==> config.mk <==
export PLATFORM = sky130hd
export DESIGN_NAME = quad_dds
export DESIGN_NICKNAME = d
export VERILOG_FILES = /design/src/rtl/quad_dds.sv
export SDC_FILE = /design/constraint.sdc
export NUM_CORES = 1
export LEC_CHECK = 0
export ABC_AREA = 1
export BUFFER_PORTS_ARGS = -buffer_cell sky130_fd_sc_hd__buf_2
export CORE_UTILIZATION = 35
export DETAILED_ROUTE_END_ITERATION = 7
export PLACE_DENSITY_LB_ADDON = 0.25
export SYNTH_ARGS = -nofsm -noshare
export SYNTH_HDL_FRONTEND = slang
export SYNTH_SLANG_ARGS = --single-unit
==> constraint.sdc <==
create_clock -name clk -period 2.2 [get_ports clk]
set_clock_uncertainty 0.1 [all_clocks]
set_input_delay 0.11 -clock clk [delete_from_list [all_inputs] [get_ports clk]]
set_output_delay 0.11 -clock clk [all_outputs]
set_load 0.005 [all_outputs]
==> src/rtl/quad_dds.sv <==
module quad_dds #(
  parameter int PHASE_W  = 32,
  parameter int ADDR_W   = 8,
  parameter int SAMPLE_W = 10,
  parameter int PORT_W   = 8
) (
  input  logic                clk,
  input  logic                rst,
  input  logic                tune_we,
  input  logic [PHASE_W-1:0]  tune_word,
  output logic [PORT_W-1:0]   saw_port,
  output logic [SAMPLE_W-1:0] dac_red,
  output logic [SAMPLE_W-1:0] dac_blue,
  output logic                dac_blank_n,
  output logic                dac_sync_n
);
  localparam int DEPTH = 2 ** ADDR_W;
  localparam int HALF  = DEPTH / 2;
  localparam int QTR   = DEPTH / 4;
  localparam int MID   = 2 ** (SAMPLE_W - 1);
  localparam int AMP   = MID - 1;
  localparam logic [ADDR_W-1:0]   QTR_OFS  = ADDR_W'(QTR);
  localparam logic [SAMPLE_W-1:0] MID_CODE = SAMPLE_W'(MID);
  localparam logic [SAMPLE_W-1:0] TOP_CODE = SAMPLE_W'(MID + AMP);

  // integer half-wave approximation: 16p / (5h^2 - 4p), p = k(h-k)
  function automatic logic [DEPTH*SAMPLE_W-1:0] build_wave();
    logic [DEPTH*SAMPLE_W-1:0] t;
    longint h, a, m, k, p, den, s;
    t = '0;
    h = longint'(HALF);
    a = longint'(AMP);
    m = longint'(MID);
    for (int i = 0; i < DEPTH; i++) begin
      k   = longint'(i % HALF);
      p   = k * (h - k);
      den = 5 * h * h - 4 * p;
      s   = (16 * a * p + den / 2) / den;
      t[i*SAMPLE_W +: SAMPLE_W] = (i < HALF) ? SAMPLE_W'(m + s) : SAMPLE_W'(m - s);
    end
    return t;
  endfunction

  localparam logic [DEPTH*SAMPLE_W-1:0] WAVE = build_wave();

  logic [PHASE_W-1:0]  acc;
  logic [PHASE_W-1:0]  ftw;
  logic [SAMPLE_W-1:0] red_q, blue_q;
  logic [ADDR_W-1:0]   sin_idx, cos_idx;

  assign sin_idx = acc[PHASE_W-1 -: ADDR_W];
  assign cos_idx = sin_idx + QTR_OFS;

  always_ff @(posedge clk) begin
    if (rst) begin
      acc    <= '0;
      ftw    <= '0;
      red_q  <= MID_CODE;
      blue_q <= TOP_CODE;
    end else begin
      acc    <= acc + ftw;
      red_q  <= WAVE[sin_idx*SAMPLE_W +: SAMPLE_W];
      blue_q <= WAVE[cos_idx*SAMPLE_W +: SAMPLE_W];
      if (tune_we) ftw <= tune_word;
    end
  end

  assign saw_port    = acc[PHASE_W-1 -: PORT_W];
  assign dac_red     = red_q;
  assign dac_blue    = blue_q;
  assign dac_blank_n = 1'b1;
  assign dac_sync_n  = 1'b1;
endmodule

==> metrics <==
top_reg_cell synth=dfxtp_1; Hold Path Class=primary input to register; clock slew at reported path FFs=0.06 ns; grt ovf=0; Distinct cells, synth=40; Cell Chain, Critical Path=inv_2, buf_4, ha_1, nand2_1, nand3_1, nand2_1, nand3_1, nand3_1, nand3_1, nand2_1, inv_1; Ant. Diodes=0; sw frac=0.428; Final Wtd Congestion=1.00; RSZ-0062 raised after global routing=no; Max Freq=roughly 500 MHz; Period minus WS final=about 2.1 ns; Post-DP Area=7820 sq um; I/O pins=between 60 and 70; Port Buffers=62; clock share of power=0.224; synth top area cells=dfxtp_1, nand2_1, nor2_1; vias in the first global route=7393; worst-path fanout max=6; Hold Vio Cnt, Final=0; Logic pwr share=0.490; ys async rst share=0; post-DR wirelength/cell=15.7 microns; sequential power share=0.286; clock root cell=clkbuf_16; max_cap viols=0; Top cell by count, worst path=nand3_1; drt initial violations=843; WP depth=11; DIE AREA=20800 sq um; initial antenna violation count=0; Yosys top cell area share=0.237; crit share post-route=0.935; nets@finish=1407; Int Power=3.77 mW; Mean Syn Cell Area=between 5 and 6 sq um; share of layout cells above drive strength 1=0.128; Pins Over Slew Limit=0; Rows=51; clk sinks=84; Syn-to-layout area delta=20.1%; Skew-Pair Late Insertion Delay=0.35 ns; Least-Margin Pin Slew=0.842 ns; drt drc=0; Vias per Instance=around 5.2; first-pass GRT wire length=between 30 and 40 mm; global-route usage over all layers=0.246; CP top delay family=simple AND/OR/NAND/NOR gates; Initial Util=0.360; first-pass detailed-route iteration total=6; Worst EP arrival=around 2.2 ns; final wirelength=about 25 mm; final non-filler cell area=8510 sq um; CTS H-tree depth=3; FF+latch count, synth=84; Synth Cell Area=7080 sq um; Startpoint Class=register; largest net degree at the start of global routing=52; vias=8254; hpwl dp=19.4 mm; Ys Warns=0; WP data required=2.34 ns; CP Class=register to register; Fillers=2192; Final ANT Viol Nets=0; Core ar.=19700 sq um; CTS tree=yes; Die Ht=~140 microns; Cells after Synth=1219; Critical Path End Type=register; setup tns final=0 ns; Worst Hold Depth=3; status=completed; Peak VDD IR=approximately 0.45 mV; R2R depth=11; Placed Cells=1545; Synth area leader=dfxtp_1; Max Root-Sink Buffers=2; Pwr Density=775 nW/um^2; Post-synth EDFFs=0; Seq/Total Area, Yosys=0.237; leakage power=about 4.3 nW; die width=144 microns; Max stage delay cell, worst path=dfxtp_4; sw power=2.82 mW; Rel. slew slack=0.438; cts bufs inserted=9; setup violators final=0; Buf/Inv on CP=3; Slowest Stage Delay on Critical Path=0.38 ns; final cell count without fillers=1594
placed cells by master, fill, tap and decap left out, drive strengths merged, types with 2 or more instances in the layout:
cell,synthesis,layout
o21ai,101,101
o22ai,2,2
nor3,8,8
clkinv,2,3
o211ai,11,11
dfxtp,84,84
ha,46,46
nand3b,5,5
conb,1,2
a21oi,91,91
nor2,186,186
dlygate4sd3,0,32
nand3,101,101
o2111ai,2,2
inv,114,115
nand4,16,16
clkbuf,18,11
buf,36,116
xnor2,2,2
a31oi,3,3
nand2,382,382
sequential cells by signal, indices dropped and copies added (netlist names):
signal    flops
acc          32
dac_red      10
dac_blue     10
ftw          32
power by group through the flow:
stage                     sequential (mW)  clock, mW  combinational [mW]
final                                1.89       1.48                3.23
after global routing                 1.91       1.59                3.59
after CTS                            1.88       1.53                3.12
after detailed placement             1.92          0                3.06
after global placement               1.92          0                3.10
after floorplan                      1.89          0                2.07
final timing paths:
| check | slack [ns] | start | to |
|---|---|---|---|
| min reg2reg | 0.40 | ftw[17] | ftw[17] |
| max | 0.14 | acc[24] | dac_red[3] |
| max reg2reg | 0.14 | acc[24] | dac_red[3] |
| min | 0.08 | rst | acc[1] |
cells in the mapped netlist, types with 2 or more instances:
master     number
buf_6           8
xnor2_1         2
inv_4           2
o211ai_1       11
nand3b_1        5
nand4_1        16
o21ai_1        10
clkinv_1        2
ha_1           46
a31oi_1         3
nand3_1       101
buf_4          14
o21ai_0        91
o2111ai_1       2
buf_2          12
nand2_1       375
dfxtp_1        84
nor2_2          3
nor2_1        182
inv_1         106
a21oi_1        90
o22ai_1         2
inv_2           6
nor3_1          8
clkbuf_1       18
nand2_2         6
worst register-to-register path, cell delays in order (launching register included):
cell	delay, ns
dfxtp_4	0.38
inv_2	0.07
buf_4	0.14
ha_1	0.24
nand2_1	0.23
nand3_1	0.19
nand2_1	0.10
nand3_1	0.17
nand3_1	0.15
nand3_1	0.09
nand2_1	0.06
inv_1	0.04
metrics by stage:
stage / setup WS [ns] / hold slack [ns] / utilization / power, mW
3_5_place_dp: 0.0326 / 0.238 / 0.398 / 4.98
6_report: 0.144 / 0.0778 / 0.433 / 6.59
3_3_place_gp: 0.0518 / 0.228 / 0.398 / 5.02
2_1_floorplan: 0.150 / 0.111 / - / 3.96
5_1_grt: 0.00991 / 0.104 / 0.433 / 7.09
4_1_cts: 0.0114 / 0.0803 / 0.428 / 6.53
timing repair:
action,CTS,global route
setup buffers,0,2
endpoints found under the hold margin,32,0
hold buffers,32,0
resized for setup,0,23
setup endpoints to repair,0,28
metal layers:
metal  track usage  routed length [microns]  up-vias  part of all wire
met3        0.0490                     1770       46             0.070
met5             0                        0        -                 0
met4        0.0737                      603        0             0.024
li1              -                        -     4157                 -
met1         0.340                    11600     3676              0.46
met2         0.383                    11100      375              0.44
layout make-up:
cell class	instances	area, sq um	share of cell area
Clock buffer	11	233	0.0274
Clock inverter	4	51.3	0.00603
Inverter	116	443	0.0521
Multi-Input combinational cell	966	4680	0.551
Sequential cell	84	1690	0.199
Tap cell	265	332	0.0390
Timing Repair Buffer	148	1070	0.126
logic make-up (layout without fill, tap and decap cells):
group,after synthesis,after routing,synth area share
compound gates,216,216,0.161
xor+xnor,2,2,0.00247
fa+ha+maj,47,47,0.0841
buf+inv,170,279,0.110
flops,84,84,0.237
other cells,1,2,0.000529
simple gates,699,699,0.404
Power figures use the tool's default switching activity.
